<file path="src/rtl/bus_cycle_pkg.sv">
package bus_cycle_pkg;

    localparam int NUM_SLV = 4;

    // Cycle target. The first four values index the request vector.
    typedef enum logic [2:0] {
        TGT_MEM = 3'd0,
        TGT_DMA = 3'd1,
        TGT_IMG = 3'd2,
        TGT_MDM = 3'd3,
        TGT_EXT = 3'd4
    } tgt_e;

    typedef enum logic [1:0] {
        ST_IDLE = 2'd0,
        ST_INT  = 2'd1,
        ST_PASS = 2'd2
    } cyc_state_e;

    typedef struct packed {
        cyc_state_e         state;
        tgt_e               tgt;
        logic               owner;
        logic [NUM_SLV-1:0] req;
    } cyc_regs_t;

endpackage

</file>
<file path="src/rtl/bcd_addr_decode.sv">
module bcd_addr_decode
    import bus_cycle_pkg::*;
#(
    parameter int          ADDR_W  = 32,
    parameter logic [31:0] DRAM_LO = 32'h8000_0000,
    parameter logic [31:0] DRAM_HI = 32'h87FF_FFFF,
    parameter logic [31:0] IOA_LO  = 32'h1000_0000,
    parameter logic [31:0] IOA_HI  = 32'h7FFF_FFFF,
    parameter logic [31:0] IOB_LO  = 32'h8800_0000,
    parameter logic [31:0] IOB_HI  = 32'hEFFF_FFFF,
    parameter int          SUB_LSB = 24
) (
    input  logic [ADDR_W-1:0] addr,
    output tgt_e              tgt
);
    localparam int SUB_W = 2;

    logic             in_dram;
    logic             in_io;
    logic [SUB_W-1:0] sub_sel;

    always_comb begin
        in_dram = (addr >= DRAM_LO[ADDR_W-1:0]) && (addr <= DRAM_HI[ADDR_W-1:0]);
        in_io   = ((addr >= IOA_LO[ADDR_W-1:0]) && (addr <= IOA_HI[ADDR_W-1:0])) ||
                  ((addr >= IOB_LO[ADDR_W-1:0]) && (addr <= IOB_HI[ADDR_W-1:0]));
        sub_sel = addr[SUB_LSB +: SUB_W];
        if (in_dram) begin
            tgt = TGT_MEM;
        end else if (in_io) begin
            case (sub_sel)
                2'b00:   tgt = TGT_DMA;
                2'b01:   tgt = TGT_IMG;
                default: tgt = TGT_MDM;
            endcase
        end else begin
            tgt = TGT_EXT;
        end
    end
endmodule

</file>
<file path="src/rtl/bcd_ready_route.sv">
module bcd_ready_route
    import bus_cycle_pkg::*;
(
    input  cyc_state_e         state,
    input  tgt_e               tgt,
    input  logic               owner,
    input  logic [NUM_SLV-1:0] slv_rdy,
    input  logic               ext_rdy,
    output logic               done,
    output logic               cpu_rdy,
    output logic               hcc_rdy
);
    logic sel_rdy;

    always_comb begin
        sel_rdy = slv_rdy[tgt[1:0]];
        case (state)
            ST_INT:  done = sel_rdy;
            ST_PASS: done = ext_rdy;
            default: done = 1'b0;
        endcase
        cpu_rdy = done & ~owner;
        hcc_rdy = done & owner;
    end
endmodule

</file>
<file path="src/rtl/bcd_cycle_ctrl.sv">
module bcd_cycle_ctrl
    import bus_cycle_pkg::*;
(
    input  logic               clk,
    input  logic               rst_n,
    input  logic               start,
    input  logic               start_owner,
    input  tgt_e               tgt_in,
    input  logic               done,
    output cyc_state_e         state,
    output tgt_e               tgt,
    output logic               owner,
    output logic [NUM_SLV-1:0] req
);
    cyc_regs_t r_d, r_q;

    always_comb begin
        r_d = r_q;
        case (r_q.state)
            ST_IDLE: begin
                if (start) begin
                    r_d.owner = start_owner;
                    r_d.tgt   = tgt_in;
                    r_d.state = (tgt_in == TGT_EXT) ? ST_PASS : ST_INT;
                end
            end
            ST_INT, ST_PASS: begin
                if (done) r_d.state = ST_IDLE;
            end
            default: r_d.state = ST_IDLE;
        endcase
        r_d.req = '0;
        if (r_d.state == ST_INT) r_d.req[r_d.tgt[1:0]] = 1'b1;
    end

    always_ff @(posedge clk) begin
        if (!rst_n) begin
            r_q.state <= ST_IDLE;
            r_q.tgt   <= TGT_MEM;
            r_q.owner <= 1'b0;
            r_q.req   <= '0;
        end else begin
            r_q <= r_d;
        end
    end

    assign state = r_q.state;
    assign tgt   = r_q.tgt;
    assign owner = r_q.owner;
    assign req   = r_q.req;

    // never more than one request
    a_r6_one_req: assert property (@(posedge clk) disable iff (!rst_n)
        $onehot0(req));
    // a request is held until the slave answers
    a_r5_req_held: assert property (@(posedge clk) disable iff (!rst_n)
        (req != '0 && !done) |=> $stable(req));
    // completion drops the request on the next edge
    a_r5_req_drop: assert property (@(posedge clk) disable iff (!rst_n)
        (state == ST_INT && done) |=> (req == '0 && state == ST_IDLE));
    // owner and target are frozen while a cycle runs
    a_r7_busy_frozen: assert property (@(posedge clk) disable iff (!rst_n)
        (state != ST_IDLE && !done) |=> ($stable(owner) && $stable(tgt)));
    // external cycles raise no internal request
    a_r3_pass_no_req: assert property (@(posedge clk) disable iff (!rst_n)
        (state == ST_PASS) |-> (req == '0));
endmodule

</file>
<file path="src/rtl/bus_cycle_hub.sv">
module bus_cycle_hub
    import bus_cycle_pkg::*;
#(
    parameter int ADDR_W = 32
) (
    input  logic              clk,
    input  logic              rst_n,
    input  logic              master_sel,
    input  logic              cpu_as,
    input  logic [ADDR_W-1:0] cpu_addr,
    input  logic              hcc_as,
    input  logic [ADDR_W-1:0] hcc_addr,
    input  logic              ext_rdy,
    input  logic              mem_rdy,
    input  logic              dma_rdy,
    input  logic              img_rdy,
    input  logic              mdm_rdy,
    output logic              mem_req,
    output logic              dma_req,
    output logic              img_req,
    output logic              mdm_req,
    output logic              cpu_rdy,
    output logic              hcc_rdy
);
    logic              start;
    logic [ADDR_W-1:0] sel_addr;
    tgt_e              dec_tgt;
    cyc_state_e        state;
    tgt_e              cur_tgt;
    logic              owner;
    logic [NUM_SLV-1:0] req;
    logic [NUM_SLV-1:0] slv_rdy;
    logic              done;

    always_comb begin
        start    = master_sel ? hcc_as : cpu_as;
        sel_addr = master_sel ? hcc_addr : cpu_addr;
        slv_rdy  = {mdm_rdy, img_rdy, dma_rdy, mem_rdy};
    end

    bcd_addr_decode #(.ADDR_W(ADDR_W)) u_dec (
        .addr (sel_addr),
        .tgt  (dec_tgt)
    );

    bcd_cycle_ctrl u_ctrl (
        .clk         (clk),
        .rst_n       (rst_n),
        .start       (start),
        .start_owner (master_sel),
        .tgt_in      (dec_tgt),
        .done        (done),
        .state       (state),
        .tgt         (cur_tgt),
        .owner       (owner),
        .req         (req)
    );

    bcd_ready_route u_rdy (
        .state   (state),
        .tgt     (cur_tgt),
        .owner   (owner),
        .slv_rdy (slv_rdy),
        .ext_rdy (ext_rdy),
        .done    (done),
        .cpu_rdy (cpu_rdy),
        .hcc_rdy (hcc_rdy)
    );

    assign mem_req = req[TGT_MEM];
    assign dma_req = req[TGT_DMA];
    assign img_req = req[TGT_IMG];
    assign mdm_req = req[TGT_MDM];

    // only one master is answered
    a_r8_one_master: assert property (@(posedge clk) disable iff (!rst_n)
        !(cpu_rdy && hcc_rdy));
    // with no cycle running nobody gets ready
    a_r9_idle_quiet: assert property (@(posedge clk) disable iff (!rst_n)
        (state == ST_IDLE) |-> !(cpu_rdy || hcc_rdy));
    // requests are low in the first cycle after reset
    a_r10_reset_clear: assert property (@(posedge clk)
        !rst_n |=> ({mem_req, dma_req, img_req, mdm_req} == 4'b0));
endmodule

</file>
<file path="config.mk">
export PLATFORM = sky130hd
export DESIGN_NAME = bus_cycle_hub
export DESIGN_NICKNAME = d
export VERILOG_FILES = /design/src/rtl/bus_cycle_pkg.sv /design/src/rtl/bcd_addr_decode.sv /design/src/rtl/bcd_ready_route.sv /design/src/rtl/bcd_cycle_ctrl.sv /design/src/rtl/bus_cycle_hub.sv
export SDC_FILE = /design/constraint.sdc
export NUM_CORES = 1
export LEC_CHECK = 0
export BUFFER_PORTS_ARGS = -buffer_cell sky130_fd_sc_hd__buf_2
export CAP_MARGIN = 15
export CORE_UTILIZATION = 31
export CTS_BUF_LIST = sky130_fd_sc_hd__clkbuf_8
export CTS_CLUSTER_DIAMETER = 120
export DETAILED_ROUTE_END_ITERATION = 16
export PLACE_DENSITY = 0.83
export SYNTH_ARGS = -nofsm -noshare
export SYNTH_HDL_FRONTEND = slang
export SYNTH_SLANG_ARGS = --single-unit
</file>
<file path="constraint.sdc">
create_clock -name clk -period 1.7 [get_ports clk]
set_clock_uncertainty 0.15 [all_clocks]
set_input_delay 0.34 -clock clk [delete_from_list [all_inputs] [get_ports clk]]
set_output_delay 0.34 -clock clk [all_outputs]
set_load 0.05 [all_outputs]
</file>
==> results.json <==
{
  "coreArea_sq_um": 2022,
  "area_growth_pct": 86.63,
  "die_w_um": 48.95,
  "arrival_ns": 1.40,
  "insertion_delay_ns": 0.24,
  "min_period_over_period": 1.109,
  "antenna_found_initial": 0,
  "crit_required_ns": 1.21,
  "die_area_sq_um": 2396,
  "finish.utilization": 0.6306,
  "cp-end-kind": "primary output",
  "wl_met3_um": 96,
  "dr.max_layer_used": "met4",
  "clockRootBuffer": "clkbuf_8",
  "grt_pass1_vias": 800,
  "status": "finished with violations",
  "layout_common_cells": "buf_2 (27), buf_4 (21), nand2_1 (7)",
  "slew_headroom": 0.7528,
  "dr.pass1.iters": 4,
  "max_freq_mhz": 530.4,
  "wl_met1_um": 947,
  "antenna_cells": 0,
  "wl_met2_mm": 1.184,
  "initial_utilization": 0.3379,
  "grt_pass1_wl_mm": 3.408,
  "grt_overflow": 0,
  "critPathLaunchType": "flop",
  "dp_hpwl_mm": 1.479,
  "hold_path.class": "in -> reg",
  "pin_count": 80,
  "synth_area_leaders": "dfxtp_1 (26%), ha_1 (7.3%), mux2i_1 (5.9%)",
  "synth_top_area_cell": "dfxtp_1",
  "worst_pin_slew_ns": 0.3692,
  "async_reset_ff_frac": 0,
  "clockBufferDepth": 2,
  "path_max_fanout": 3,
  "cellPowerDensity_nw_per_um2": 748.1,
  "synth_cell_type_count": 37,
  "layout_commonest_cell": "buf_2",
  "vdd_drop_max_mv": 0.5330,
  "num_rows": 16,
  "drc": 0,
  "reg2reg_from": "u_ctrl.state[0]",
  "placed_cells_incl_taps": 150,
  "htreeDepth": 1,
  "fin_crit_ns": 1.885,
  "wl_per_cell_um": 14.11,
  "synth_top_flop_cell": "dfxtp_1",
  "drv_slew": 0,
  "drtAntennaViolNets": 0,
  "clock_sinks": 9,
  "grt_use_total": 0.1864,
  "synth_area_sq_um": 683.2,
  "maxCapViolCount": 0,
  "setup_tns_ns": -0.8706,
  "netlist_instances": 79,
  "fin_area_sq_um": 1275,
  "vias": 796,
  "worst_hold_slack_ns": 0.3020,
  "clk_pin_slew_ns": 0.05,
  "setup_ws_ns": -0.1854,
  "globalplace.congestion": 0.8948,
  "setup_viol": 7,
  "yosys_warnings": 0,
  "violations": "negative setup slack",
  "drt_iter0_drc": 8,
  "rsz0062_at_grt": "yes",
  "p_leak_nw": 0.5451,
  "synth-edff-count": 0,
  "port_buffers": 29,
  "hp-start": "rst_n",
  "grt_max_degree": 9,
  "dpl_cell_area_sq_um": 997.2,
  "postCtsHoldBufs": 0,
  "startpoint": "u_ctrl.state[1]",
  "fillCellCount": 171,
  "place_ws_ns": -0.1869,
  "finalHoldViolations": 0,
  "ys_seq_area_frac": 0.2637,
  "drive_gt1_frac": 0.7045,
  "vias_per_cell": 5.006,
  "ys_ff_latch": 9,
  "fin_cells": 159,
  "synth.avg_cell_area_sq_um": 8.648,
  "fp.dieH_um": 48.95,
  "cts_tree": "yes",
  "synth_nets": 157,
  "synth_top_area_frac": 0.2637,
  "cts_buffers": 3,
  "nets": 211,
  "finalPower_mw": 0.9539,
  "wl_mm": 2.243,
  "path_class": "reg -> out"
}
==> routing by layer <==
metal	global-route usage	vias to the layer above
met1	0.2038	372
met5	0	-
li1	-	401
met2	0.3519	21
met3	0.04984	2
met4	0.04412	0
==> logic make-up (layout without fill, tap and decap cells) <==
family	after synthesis	after routing	share of synthesized area
AO/OA/AOI/OAI	18	18	0.2161
AND/OR/NAND/NOR	38	38	0.3334
adder cells (fa/ha/maj)	4	4	0.07326
multiplexers	5	5	0.07509
buffers and inverters	5	58	0.03845
flip-flops	9	9	0.2637
==> sequential cells by signal (all words and copies together) (netlist names) <==
register,flops
u_ctrl.req,4
u_ctrl.state,2
u_ctrl.tgt,2
u_ctrl.owner,1
==> layout make-up <==
type / instances / area, sq um / share of cell area
timing repair buffer: 50 / 315.3 / 0.2473
clock inverter: 1 / 5.005 / 0.003925
sequential: 9 / 191.4 / 0.1501
clock buffer: 3 / 41.29 / 0.03238
multi-input combinational: 65 / 670.6 / 0.5260
inverter: 4 / 17.52 / 0.01374
tap: 27 / 33.78 / 0.02650
==> timing repair <==
action                     4_1_cts  5_1_grt
gates cloned                     0        0
gates resized for setup         24       17
setup endpoints to repair        7       10
pin swaps                        8       12
setup buffers                    5        0
==> cells in the mapped netlist, types with 2 or more instances <==
cell	count
a32oi_1	2
dfxtp_1	9
ha_1	4
inv_1	4
mux2i_1	4
nand2_1	9
nand3_1	4
nor2_1	6
nor2b_1	3
nor3_1	3
nor3b_2	2
o21ai_0	4
==> final timing paths <==
path | to | slack, ns | cells past startpoint
setup / recovery | hcc_rdy | -0.19 | 7
hold / removal | u_ctrl.tgt[1] | 0.30 | 3
setup reg to reg | u_ctrl.req[0] | -0.16 | 8
hold reg to reg | u_ctrl.owner | 0.45 | 2
==> power breakdown <==
group / total, mW / switching, mW / internal [mW]
clock network: 0.258 / 0.0971 / 0.161
logic: 0.437 / 0.222 / 0.216
registers: 0.259 / 0.0230 / 0.236
total: 0.954 / 0.342 / 0.612
==> critical path: stages (launching register included) <==
cell	delay (ns)
dfxtp_4	0.35
inv_4	0.08
ha_4	0.15
nand2b_4	0.06
o21ai_4	0.18
o21ai_4	0.09
nor2_4	0.09
buf_6	0.16
Power figures use the tool's default switching activity.
